File: config.mk
export PLATFORM = sky130hd
export DESIGN_NAME = acc_alu_core
export DESIGN_NICKNAME = d
export VERILOG_FILES = /design/src/rtl/acc_alu_pkg.sv /design/src/rtl/acc_alu_addsub.sv /design/src/rtl/acc_alu_shift.sv /design/src/rtl/acc_alu_mul.sv /design/src/rtl/acc_alu_core.sv
export SDC_FILE = /design/constraint.sdc
export NUM_CORES = 1
export LEC_CHECK = 0
export BUFFER_PORTS_ARGS = -buffer_cell sky130_fd_sc_hd__buf_2
export CORE_AREA = 8 8 136 87
export CTS_CLUSTER_SIZE = 25
export DETAILED_ROUTE_END_ITERATION = 6
export DIE_AREA = 0 0 144 95
export GPL_TIMING_DRIVEN = 0
export PLACE_DENSITY = 0.65
export SYNTH_ARGS = -nofsm -noshare
export SYNTH_HDL_FRONTEND = slang
export SYNTH_SLANG_ARGS = --single-unit
File: constraint.sdc
create_clock -name clk -period 8.4 [get_ports clk]
set_clock_uncertainty 0.15 [all_clocks]
set_input_delay 1.68 -clock clk [delete_from_list [all_inputs] [get_ports clk]]
set_output_delay 1.68 -clock clk [all_outputs]
set_load 0.01 [all_outputs]
File: src/rtl/acc_alu_pkg.sv
package acc_alu_pkg;

   localparam int unsigned OP_W = 5;

   typedef enum logic [OP_W-1:0] {
      OP_ADD    = 5'd0,
      OP_ADDC   = 5'd1,
      OP_ADDCY  = 5'd2,
      OP_SUB    = 5'd3,
      OP_SUBC   = 5'd4,
      OP_SUBCY  = 5'd5,
      OP_RSUB   = 5'd6,
      OP_AND    = 5'd7,
      OP_OR     = 5'd8,
      OP_XOR    = 5'd9,
      OP_NOT    = 5'd10,
      OP_NEG    = 5'd11,
      OP_SHL    = 5'd12,
      OP_SHR    = 5'd13,
      OP_RCL    = 5'd14,
      OP_RCR    = 5'd15,
      OP_SWAP   = 5'd16,
      OP_CMP    = 5'd17,
      OP_CEQ    = 5'd18,
      OP_INC    = 5'd19,
      OP_DEC    = 5'd20,
      OP_INCSZ  = 5'd21,
      OP_DECSZ  = 5'd22,
      OP_MUL    = 5'd23
   } alu_op_e;

endpackage

File: src/rtl/acc_alu_addsub.sv
module acc_alu_addsub #(
   parameter int unsigned W = 8
) (
   input  logic [W-1:0] x_i,
   input  logic [W-1:0] y_i,
   input  logic         cin_i,
   input  logic         sub_i,
   output logic [W-1:0] r_o,
   output logic         cbo_o
);

   logic [W:0] wide;

   always_comb begin
      if (sub_i)
         wide = {1'b0, x_i} - {1'b0, y_i} - {{W{1'b0}}, cin_i};
      else
         wide = {1'b0, x_i} + {1'b0, y_i} + {{W{1'b0}}, cin_i};
      r_o   = wide[W-1:0];
      cbo_o = wide[W];
   end

endmodule

File: src/rtl/acc_alu_shift.sv
module acc_alu_shift #(
   parameter int unsigned W = 8
) (
   input  logic [W-1:0] v_i,
   input  logic         cin_i,
   input  logic         left_i,
   input  logic         rot_i,
   output logic [W-1:0] r_o,
   output logic         cout_o,
   output logic [W-1:0] swp_o
);

   localparam int unsigned H = W / 2;

   logic fill;

   always_comb begin
      fill = rot_i ? cin_i : 1'b0;
      if (left_i) begin
         r_o    = {v_i[W-2:0], fill};
         cout_o = v_i[W-1];
      end else begin
         r_o    = {fill, v_i[W-1:1]};
         cout_o = v_i[0];
      end
      swp_o = {v_i[H-1:0], v_i[W-1:H]};
   end

endmodule

File: src/rtl/acc_alu_mul.sv
module acc_alu_mul #(
   parameter int unsigned W         = 8,
   parameter bit          SHIFT_ADD = 1'b0
) (
   input  logic         clk,
   input  logic         rst_n,
   input  logic [W-1:0] a_i,
   input  logic [W-1:0] b_i,
   input  logic         cap_i,
   output logic [W-1:0] lo_o,
   output logic [W-1:0] hi_q_o
);

   localparam int unsigned PW = 2 * W;

   logic [PW-1:0] prod;

   generate
      if (SHIFT_ADD) begin : g_shift_add
         always_comb begin
            prod = '0;
            for (int i = 0; i < W; i++) begin
               if (b_i[i])
                  prod = prod + ({{W{1'b0}}, a_i} << i);
            end
         end
      end else begin : g_direct
         assign prod = {{W{1'b0}}, a_i} * {{W{1'b0}}, b_i};
      end
   endgenerate

   assign lo_o = prod[W-1:0];

   always_ff @(posedge clk or negedge rst_n) begin
      if (!rst_n)
         hi_q_o <= '0;
      else if (cap_i)
         hi_q_o <= prod[PW-1:W];
   end

   // the high register holds unless the previous cycle was a multiply
   p_hi_hold_r11: assert property (@(posedge clk) disable iff (!rst_n)
      !$past(cap_i) |-> $stable(hi_q_o));

   // after a multiply the register carries that product's high half
   p_hi_load_r11: assert property (@(posedge clk) disable iff (!rst_n)
      ($past(cap_i) && $past(rst_n)) |-> (hi_q_o == $past(prod[PW-1:W])));

endmodule

File: src/rtl/acc_alu_core.sv
module acc_alu_core
   import acc_alu_pkg::*;
#(
   parameter int unsigned DATA_W        = 8,
   parameter bit          MUL_SHIFT_ADD = 1'b0
) (
   input  logic              clk,
   input  logic              rst_n,
   input  logic [OP_W-1:0]   op_i,
   input  logic [DATA_W-1:0] acc_i,
   input  logic [DATA_W-1:0] opnd_i,
   input  logic              carry_i,
   output logic [DATA_W-1:0] res_o,
   output logic              carry_o,
   output logic              zero_o,
   output logic              skip_o,
   output logic              wb_o,
   output logic [DATA_W-1:0] mul_hi_o
);

   localparam int unsigned HALF_W = DATA_W / 2;
   localparam logic [DATA_W-1:0] ONE = DATA_W'(1);

   generate
      if (DATA_W < 4) begin : g_chk_width
         $error("acc_alu_core: DATA_W must be at least 4");
      end
      if ((HALF_W * 2) != DATA_W) begin : g_chk_even
         $error("acc_alu_core: DATA_W must be even for the half swap");
      end
   endgenerate

   logic [DATA_W-1:0] as_x, as_y, as_r;
   logic              as_cin, as_sub, as_cbo;
   logic [DATA_W-1:0] sh_r, swp_r, mul_lo;
   logic              sh_left, sh_rot, sh_cout, mul_cap;

   // operand steering for the shared adder/subtractor
   always_comb begin
      as_x   = acc_i;
      as_y   = opnd_i;
      as_cin = 1'b0;
      as_sub = 1'b0;
      case (op_i)
         OP_ADDC:            as_cin = carry_i;
         OP_ADDCY:           begin as_y = '0; as_cin = carry_i; end
         OP_SUB, OP_CMP,
         OP_CEQ:             as_sub = 1'b1;
         OP_SUBC:            begin as_sub = 1'b1; as_cin = carry_i; end
         OP_SUBCY:           begin as_y = '0; as_sub = 1'b1; as_cin = carry_i; end
         OP_RSUB:            begin as_x = opnd_i; as_y = acc_i; as_sub = 1'b1; end
         OP_NEG:             begin as_x = '0; as_y = acc_i; as_sub = 1'b1; end
         OP_INC, OP_INCSZ:   as_y = ONE;
         OP_DEC, OP_DECSZ:   begin as_y = ONE; as_sub = 1'b1; end
         default:            ;
      endcase
   end

   assign sh_left = (op_i == OP_SHL) || (op_i == OP_RCL);
   assign sh_rot  = (op_i == OP_RCL) || (op_i == OP_RCR);
   assign mul_cap = (op_i == OP_MUL);

   acc_alu_addsub #(.W(DATA_W)) u_addsub (
      .x_i   (as_x),
      .y_i   (as_y),
      .cin_i (as_cin),
      .sub_i (as_sub),
      .r_o   (as_r),
      .cbo_o (as_cbo)
   );

   acc_alu_shift #(.W(DATA_W)) u_shift (
      .v_i    (acc_i),
      .cin_i  (carry_i),
      .left_i (sh_left),
      .rot_i  (sh_rot),
      .r_o    (sh_r),
      .cout_o (sh_cout),
      .swp_o  (swp_r)
   );

   acc_alu_mul #(.W(DATA_W), .SHIFT_ADD(MUL_SHIFT_ADD)) u_mul (
      .clk    (clk),
      .rst_n  (rst_n),
      .a_i    (acc_i),
      .b_i    (opnd_i),
      .cap_i  (mul_cap),
      .lo_o   (mul_lo),
      .hi_q_o (mul_hi_o)
   );

   // result, flag and control selection
   always_comb begin
      res_o   = acc_i;
      carry_o = carry_i;
      skip_o  = 1'b0;
      wb_o    = 1'b0;
      case (op_i)
         OP_ADD, OP_ADDC, OP_ADDCY, OP_SUB, OP_SUBC, OP_SUBCY, OP_RSUB: begin
            res_o = as_r; carry_o = as_cbo; wb_o = 1'b1;
         end
         OP_AND:  begin res_o = acc_i & opnd_i; wb_o = 1'b1; end
         OP_OR:   begin res_o = acc_i | opnd_i; wb_o = 1'b1; end
         OP_XOR:  begin res_o = acc_i ^ opnd_i; wb_o = 1'b1; end
         OP_NOT:  begin res_o = ~acc_i;         wb_o = 1'b1; end
         OP_NEG:  begin res_o = as_r;           wb_o = 1'b1; end
         OP_SHL, OP_SHR, OP_RCL, OP_RCR: begin
            res_o = sh_r; carry_o = sh_cout; wb_o = 1'b1;
         end
         OP_SWAP: begin res_o = swp_r; wb_o = 1'b1; end
         OP_CMP:  begin res_o = as_r; carry_o = as_cbo; end
         OP_CEQ:  begin res_o = as_r; carry_o = as_cbo; skip_o = (as_r == '0); end
         OP_INC, OP_DEC: begin res_o = as_r; wb_o = 1'b1; end
         OP_INCSZ, OP_DECSZ: begin
            res_o = as_r; wb_o = 1'b1; skip_o = (as_r == '0);
         end
         OP_MUL:  begin res_o = mul_lo; wb_o = 1'b1; end
         default: ;
      endcase
      zero_o = (res_o == '0);
   end

   // skip comes only from compare-and-skip or the skip forms of inc/dec
   p_skip_src_r10: assert property (@(posedge clk) disable iff (!rst_n)
      skip_o |-> (op_i == OP_CEQ || op_i == OP_INCSZ || op_i == OP_DECSZ));

   // compares never request write-back
   p_cmp_nowb_r9: assert property (@(posedge clk) disable iff (!rst_n)
      (op_i == OP_CMP || op_i == OP_CEQ) |-> !wb_o);

   // bitwise ops leave the carry alone
   p_logic_carry_r4: assert property (@(posedge clk) disable iff (!rst_n)
      (op_i == OP_AND || op_i == OP_OR || op_i == OP_XOR || op_i == OP_NOT)
      |-> (carry_o == carry_i));

   // inc/dec skip forms skip exactly when the written value is zero
   p_skip_zero_r10: assert property (@(posedge clk) disable iff (!rst_n)
      (op_i == OP_INCSZ || op_i == OP_DECSZ) |-> (skip_o == zero_o));

   // unknown op codes neither write nor skip
   p_undef_quiet_r13: assert property (@(posedge clk) disable iff (!rst_n)
      (op_i > OP_MUL) |-> (!wb_o && !skip_o && res_o == acc_i));

endmodule

==> flow_results.org, run 1 <==
** Run status
- Result of the run :: finished, final reports clean

** Routing
- Overall via count from detail_route :: 4438
- Post-DRT Antenna Nets :: 0
- The first detailed-routing pass ran for 5 iterations.
- The routed design has 13.6 mm of wire.
- Remaining design rule violation count :: 0
- Drt wl/cell :: 17.8 um
- Iter 0 DRT Violations :: 572
- Avg Vias per Cell :: 5.81

** CTS
- Clock net sink count :: 8
- Clock tree from TritonCTS :: done
- Deepest level of the CTS H-tree :: 1
- Skew-Pair Late Insertion Delay :: 0.23 ns
- Number of hold buffers added after CTS :: 0
- The tree is rooted in a sky130_fd_sc_hd__clkbuf_16.
- Clock-pin slew reported for the worst setup and hold paths after clock tree synthesis :: 0.03 ns
- Clock buffers created by TritonCTS :: 3
- Maximum number of buffers from clock root to sink :: 2

** Setup path
- Data arrives at the worst endpoint at around 6.3 ns.
- The worst setup path is launched from a primary input.
- Of all nets on the critical path, the largest fanout is 10.
- The worst setup path is of the primary input to output port kind.
- Capturing element type of the critical path :: output port
- For the worst setup path, the data required time is 6.57 ns.
- Counting cells, the worst reg-to-reg path comes to 2.

** Timing
- Tcrit/Tclk final :: between 90% and 100%
- For the pin with the worst max-slew slack, the measured transition is 0.958 ns.
- Derived from the worst setup path, the maximum achievable clock frequency is 122 MHz.
- Total setup violations reported at the end of the flow :: 0
- Clock period minus worst slack :: 8.16 ns
- Number of failing hold endpoints at the final stage :: 0
- The number of slew-limit violations in the final report came to 0.
- Max_slew headroom :: 35.7%
- TNS Setup :: 0 ns
- RSZ-0062 raised after global routing :: no

** Synth
- Top cell types by occurrence after synthesis :: sky130_fd_sc_hd__inv_1, sky130_fd_sc_hd__nand2_1, sky130_fd_sc_hd__ha_1
- Proportion of synthesized chip area in sequential cells :: 4.43%
- Area fraction of the dominant cell type after synthesis :: between 10% and 20%
- Synthesis produced approximately 600 cells.
- Number of nets in the synthesized netlist :: roughly 720
- Most common flop cell mapped by yosys :: sky130_fd_sc_hd__dfrtp_1
- Cell accounting for the most synthesized area :: sky130_fd_sc_hd__ha_1
- Library cells used by synthesis :: 75
- Number of synthesized flops with an enable pin :: 0
- Cell with the most instances after synthesis :: sky130_fd_sc_hd__inv_1
- Cell area after synthesis :: 4510 um^2
- Share of flip-flops with an asynchronous set or reset after synthesis :: 100%
- Flip-flop and latch count after synthesis :: 8
- After synthesis, the cell types taking the most area are sky130_fd_sc_hd__ha_1, sky130_fd_sc_hd__fa_1, sky130_fd_sc_hd__inv_1, sky130_fd_sc_hd__nand2_1, sky130_fd_sc_hd__nor2_1.
- A synthesized cell averages about 7.7 um^2.
- Count of warnings emitted by yosys :: 0

** Floorplan
- Die Footprint :: 13700 um^2
- The initial utilization of the core area, before any placement, comes to 46.5%.
- The die is 95 um tall.
- Placeable Area :: between 9000 and 10000 um^2
- Row count :: 28
- Pin placement for this block handled 44 I/O pins.
- Die Wd :: around 140 um

** Finish
- With fillers left out, the area of the finished cells amounts to 4980 um^2.
- The register with the most flip-flops in the layout has 8 of them.
- FILL cells :: a little under 1k
- Syn-to-layout area delta :: 10.2%
- Layout Nets :: between 700 and 800
- Layout cell share with drive strength beyond 1 :: 13.0%
- Antenna diodes :: 0
- Biggest registers after layout :: u_mul.hi_q_o: 8 flops
- Counting flops per register, the top entry is u_mul.hi_q_o.
- The count of cells in the finished layout, fillers not included, comes to 764.

** Place
- Final weighted congestion in routability-driven placement :: 0.945
- Port buffering added 43 buffers.
- After detailed placement, the total cell area comes to 4900 um^2.
- # placed instances :: 766
- Hpwl dp :: 11.6 mm

** Pwr
- Worst supply voltage drop on vdd :: 0.130 mV
- Cell area power density :: approximately 150 nW/um^2
- In this run the static leakage power is ~2.5 nW.

** Global routing
- The number of global-route vias before repair came to 4349.
- For this run the aggregate overflow at the end of global routing stands at 0.
- For this run, the total global-route usage over all layers was measured as 20.5%.
- Maximum number of pins on one net before global-route repair :: 13
- The initial antenna violation count came to 0.
- The first global-routing pass estimated 22.5 mm of wire.

** Hold path
- Cell depth of the worst min-delay path :: 2
- The min-delay analysis places its worst path in the category flop to flop.

** Job
- Max-cap viol count :: 0
[layout by cell type, fill, tap and decap left out, drive strengths merged, types with 4 or more instances in the layout]
master  Yosys  final
nor3        6      6
a22oi       6      6
dfrtp       8      8
a211oi      8      8
xor2        8      8
a21oi      16     16
nor2       56     56
nand3       9      9
and2        4      4
or3         5      5
a21o        7      7
nand2      77     77
xnor2      12     12
a31oi       5      5
o22ai       9      9
buf        12     56
or2         4      4
clkbuf     12      9
inv        79     78
ha         71     71
nor3b       5      5
o21ai      37     37
o21a        5      5
a221oi      5      5
fa         40     40
nand2b     10     10
o21bai      7      7
mux2i      11     11
[worst max-delay path, stage by stage]
cell and delay, ns:
sky130_fd_sc_hd__buf_2 0.13, sky130_fd_sc_hd__clkbuf_1 0.48, sky130_fd_sc_hd__inv_1 0.33, sky130_fd_sc_hd__nor2_1 0.23, sky130_fd_sc_hd__fa_1 0.41, sky130_fd_sc_hd__inv_1 0.09
sky130_fd_sc_hd__fa_1 0.38, sky130_fd_sc_hd__inv_1 0.08, sky130_fd_sc_hd__fa_1 0.41, sky130_fd_sc_hd__ha_1 0.34, sky130_fd_sc_hd__nand2_1 0.07, sky130_fd_sc_hd__o21ai_1 0.23
sky130_fd_sc_hd__a211oi_1 0.12, sky130_fd_sc_hd__or4_1 0.59, sky130_fd_sc_hd__a31oi_1 0.19, sky130_fd_sc_hd__o211ai_1 0.15, sky130_fd_sc_hd__nor4b_2 0.26, sky130_fd_sc_hd__buf_2 0.17
[path summary, 6_finish.rpt]
path                                                    end                   startpoint  slack (ns)
worst max register to register  u_mul.hi_q_o[1]$_DFFE_PN0P_  u_mul.hi_q_o[1]$_DFFE_PN0P_        7.57
worst min register to register  u_mul.hi_q_o[4]$_DFFE_PN0P_  u_mul.hi_q_o[4]$_DFFE_PN0P_        0.32
max in group asynchronous       u_mul.hi_q_o[4]$_DFFE_PN0P_                        rst_n        6.79
min in group asynchronous       u_mul.hi_q_o[3]$_DFFE_PN0P_                        rst_n        1.14
worst max-delay path                                 zero_o                     acc_i[6]        0.24
worst min-delay path            u_mul.hi_q_o[4]$_DFFE_PN0P_  u_mul.hi_q_o[4]$_DFFE_PN0P_        0.32
[power by group]
group / leakage, nW / switching (mW) / total (mW) / internal, mW
registers: 0.103 / 0.00796 / 0.0629 / 0.0549
logic: 2.38 / 0.357 / 0.611 / 0.254
clock network: 0.0370 / 0.0195 / 0.0810 / 0.0615
[cell families (layout without fill, tap and decap cells)]
family                     Yosys count  count (layout)  share of synthesized area, %
xor gates and xnor gates            20              20                          3.88
and+or+nand+nor                    197             197                          21.1
buffers and inverters              105             146                          9.98
DFF                                  8               8                          4.43
adders and majority gates          111             111                          37.4
AOI/OAI and AO/OA                  134             134                          20.2
muxes                               13              13                          2.94
[area by class of cell]
type | instances | area, um^2 | share of cell area (%)
timing repair buffer | 46 | 243 | 4.88
clock buffer | 3 | 75.1 | 1.51
multi-input combinational | 475 | 3860 | 77.6
tap | 135 | 169 | 3.39
sequential | 8 | 200 | 4.02
buffer | 16 | 116 | 2.34
inverter | 81 | 309 | 6.21
[routing by layer]
metal  vias up  track usage [%]  share of wire (%)
met5         -                0                  0
met4         0             3.39                1.4
met3        18             6.25                 11
met2       196             28.7                 39
met1      2129             30.3                 48
li1       2095                -                  -
[metrics by stage]
stage / util (%) / hold WS, ns / power [mW] / worst slack [ns]
final: 51.3 / 0.317 / 0.755 / 0.236
after global routing: 51.3 / 0.355 / 0.843 / 0.0225
after CTS: 51.0 / 0.325 / 0.751 / 0.0995
after detailed placement: 50.5 / 0.318 / 0.660 / -0.245
after global placement: 50.5 / 0.309 / 0.648 / -0.258
after floorplan: - / 0.366 / 0.507 / 0.528
[repair_timing]
| action | in CTS | in global routing |
|---|---|---|
| gates resized for setup | 2 | 4 |
| buffers inserted | 0 | 3 |
| hold endpoints to repair | 0 | 0 |
| endpoints found under the setup margin | 2 | 1 |
Note: power is estimated with default switching activity, not from simulation.
==> run 2: changes to the inputs <==
Clock period 8.4 ns to 9.9 ns, I/O delays scaled along.
==> run 2 against run 1 <==
Effect of this change:
- via count increased by 0.56%
- critical path depth increased by 3
- clock power shrank 14%
- global-route usage rose by 0.12 points
- cell area is essentially flat
- combinational power down 15%
- non-clock buffer count grew 5
- wire length increased by 0.31%
- final cell count rose by 0.65%
- largest cell class unchanged
- largest power group unchanged
==> flow_results.org, run 2 (synthesis results as in run 1) <==
** Run status
- Result of the run :: finished, final reports clean

** CTS
- Clock-pin slew reported for the worst setup and hold paths after clock tree synthesis :: about 0.040 ns
- The later pin in the worst-skew pair is clocked with a latency of 0.24 ns.
- Maximum number of buffers from clock root to sink :: 2
- Clock net sink count :: 8
- Number of instances resized during post-cts repair :: 0
- Deepest level of the CTS H-tree :: 1
- Number of hold buffers added after CTS :: 0
- In this run the clock root is driven by a sky130_fd_sc_hd__clkbuf_16.
- In this run, CTS created clock tree buffers numbering 3.
- TritonCTS built the clock tree.
- Setup repair bufs after CTS :: 0

** Setup path
- Cells along the critical path :: buf_2, clkbuf_1, inv_1, nor2_1, fa_1, inv_1, fa_1, inv_1, fa_1, inv_1, fa_1, inv_1, ha_1, nand2_1, o21ai_0, a211oi_1, or4_1, a31oi_1, o211ai_1, nor4b_2, buf_2
- The worst setup path is of the primary input to output port kind.
- Kind of cell adding the most delay to the critical path :: adder cells
- Max Fanout on Critical Path :: 9
- Cell mode on critical path :: sky130_fd_sc_hd__inv_1
- Capturing element type of the critical path :: output port
- Among all stages on the critical path, the largest delay is contributed by sky130_fd_sc_hd__or4_1.
- Number of cells on the worst reg-to-reg path :: 2
- Signal arrival time at the worst endpoint :: roughly 7.2 ns
- At the worst endpoint, the required time is 7.77 ns.
- The critical path crosses 21 cells after its start point.
- STA classifies the critical path startpoint as a primary input.
- For this run, the slowest stage of the critical path takes 0.60 ns.
- Buffers and inverters on the worst path :: 8
- In this run the critical register-to-register path is launched from u_mul.hi_q_o[1]$_DFFE_PN0P_.
- In this run the critical register-to-register path is captured at u_mul.hi_q_o[1]$_DFFE_PN0P_.
- In this run the register-to-register setup slack is slightly above 9 ns.

** Routing
- Overall via count from detail_route :: roughly 4.5k
- Aggregate routed wire length :: 13.7 mm
- Remaining design rule violation count :: 0
- Drt wl/cell :: 17.8 um
- DRT Pass-1 Iters :: 5
- Iter 0 DRT Violations :: roughly 510
- In the routed layout, each cell is associated on average with a via count of 5.80.
- Post-DRT Antenna Nets :: 0

** Finish
- The library cell used most frequently in the layout, excluding fill and tap cells, is sky130_fd_sc_hd__inv_1.
- Antenna diodes :: 0
- Syn-to-layout area delta :: 10.2%
- Max reg flops :: 8
- In the final layout, the registers with the most flip-flops are u_mul.hi_q_o: 8 flops.
- The post-route netlist has 12.0% of its cells at a drive strength greater than 1.
- For this run, the number of standard cells in the final layout without fillers is 769.
- End-of-flow core utilization :: 51.3%
- The library cells used most frequently in the layout, excluding fill and tap cells, are sky130_fd_sc_hd__inv_1, sky130_fd_sc_hd__nand2_1, sky130_fd_sc_hd__ha_1, sky130_fd_sc_hd__nor2_1, sky130_fd_sc_hd__buf_2.
- u_mul.hi_q_o holds more flip-flops than any other register.
- The final layout contains 771 nets.

** Timing
- Number of failing hold endpoints at the final stage :: 0
- Setup violations remaining at the end of the flow were counted as 0.
- Transition time of the tightest slew-check pin :: 0.986 ns
- Setup repair after global routing left no endpoint under its margin.
- TNS Setup :: 0 ns
- Tcrit/Tclk final :: 94.3%
- Fmax :: 107 MHz
- The routed design could run at a clock period as short as 9.34 ns.
- The number of slew-limit violations in the final report came to 0.
- Max_slew headroom :: 33.8%
- Hold slack final :: roughly 0.32 ns

** Pwr
- Reg power frac :: 8.3%
- Switching power share of the total :: around half
- The internal portion of the total power is approximately 0.31 mW.
- For this design the ratio of total power to cell area is roughly 130 nW/um^2.
- Lkg Pwr :: 2.52 nW
- Post-layout power :: approximately 0.64 mW
- Logic gate share of total power :: 80.8%
- In this run the power spent charging and discharging nets is 0.327 mW.
- Worst supply voltage drop on vdd :: 0.106 mV
- Clk network pwr share :: 10.9%

** Place
- Buffers placed on the I/O ports in this run total 43.
- Hpwl dp :: 11.6 mm
- # placed instances :: around 770
- The congestion estimate from routability-driven global placement came to 0.945.

** Floorplan
- Row count :: 28
- The die is 95 um tall.
- Number of top-level pins :: 44
- The die covers 13700 um^2.
- Initial core utilization :: 46.5%
- Placeable Area :: 9700 um^2
- Die Wd :: between 100 and 150 um

** Job
- Max-cap viol count :: 0

** Global routing
- Wire length of the first global-routing pass :: 22.6 mm
- Entering global routing, the biggest net connects 11 pins.
- Number of antenna violations at the first check in global routing :: 0
- GR Overflow Total :: 0
- Via count of the first global-routing pass :: 4355
- For this run, the total global-route usage over all layers was measured as 20.7%.

** Hold path
- The startpoint identified for the worst hold timing path is u_mul.hi_q_o[4]$_DFFE_PN0P_.
- The min-delay analysis places its worst path in the category flop to flop.
- Along the worst hold path, the cell count comes to 2.
- Hold worst-path end :: u_mul.hi_q_o[4]$_DFFE_PN0P_
-- run 2: cell count changes in the layout (fill, tap and decap cells not counted) --
cell and change:
sky130_fd_sc_hd__clkbuf_1 +8, sky130_fd_sc_hd__buf_4 -3, sky130_fd_sc_hd__buf_2 +2, sky130_fd_sc_hd__clkbuf_4 -2, sky130_fd_sc_hd__inv_1 +2, sky130_fd_sc_hd__clkinv_1 +1
sky130_fd_sc_hd__clkinv_2 -1, sky130_fd_sc_hd__clkinvlp_4 -1, sky130_fd_sc_hd__inv_2 -1, sky130_fd_sc_hd__o21ai_0 +1, sky130_fd_sc_hd__o21ai_1 -1
-- run 2: routing by layer --
layer | vias up | GRT usage [%] | wire length (um)
met4 | 0 | 3.31 | 199
met5 | - | 0 | 0
met3 | 22 | 5.84 | 1670
met2 | 221 | 28.9 | 5340
li1 | 2106 | - | -
met1 | 2114 | 30.8 | 6460
-- run 2: final cells by class --
class                           instances  area [um^2]
Clock buffer                            3         75.1
Buffer                                 24          146
Fill cell                             992         4730
Multi-Input combinational cell        475         3860
Inverter                               81          304
Sequential cell                         8          200
Tap cell                              135          169
Timing Repair Buffer                   43          215
-- run 2: worst register-to-register path, stage by stage (launching register included) --
cell and delay, ns:
sky130_fd_sc_hd__dfrtp_1 0.37, sky130_fd_sc_hd__nand2_1 0.05, sky130_fd_sc_hd__o21ai_0 0.10
-- run 2: per-stage QoR --
step                setup slack, ns  area, um^2
finish                        0.560        4970
global placement              0.642        4900
floorplan                      1.43        4510
detailed placement            0.655        4900
CTS                           0.647        4970
global route                  0.306        4970
-- run 2: worst max-delay path by stage --
| stage | from | to |
|---|---|---|
| 4_1_cts | acc_i[4] | zero_o |
| 3_3_place_gp | acc_i[4] | zero_o |
| 5_1_grt | acc_i[1] | zero_o |
| 6_report | acc_i[4] | zero_o |
| 3_5_place_dp | acc_i[4] | zero_o |
| 2_1_floorplan | acc_i[5] | zero_o |
-- run 2: power by group through the flow --
stage	Combinational [mW]	Sequential (mW)	Clock [mW]
2_1_floorplan	0.370	0.0604	0
3_3_place_gp	0.497	0.0525	0
3_5_place_dp	0.507	0.0532	0
4_1_cts	0.515	0.0532	0.0695
5_1_grt	0.588	0.0549	0.0721
6_report	0.518	0.0529	0.0700
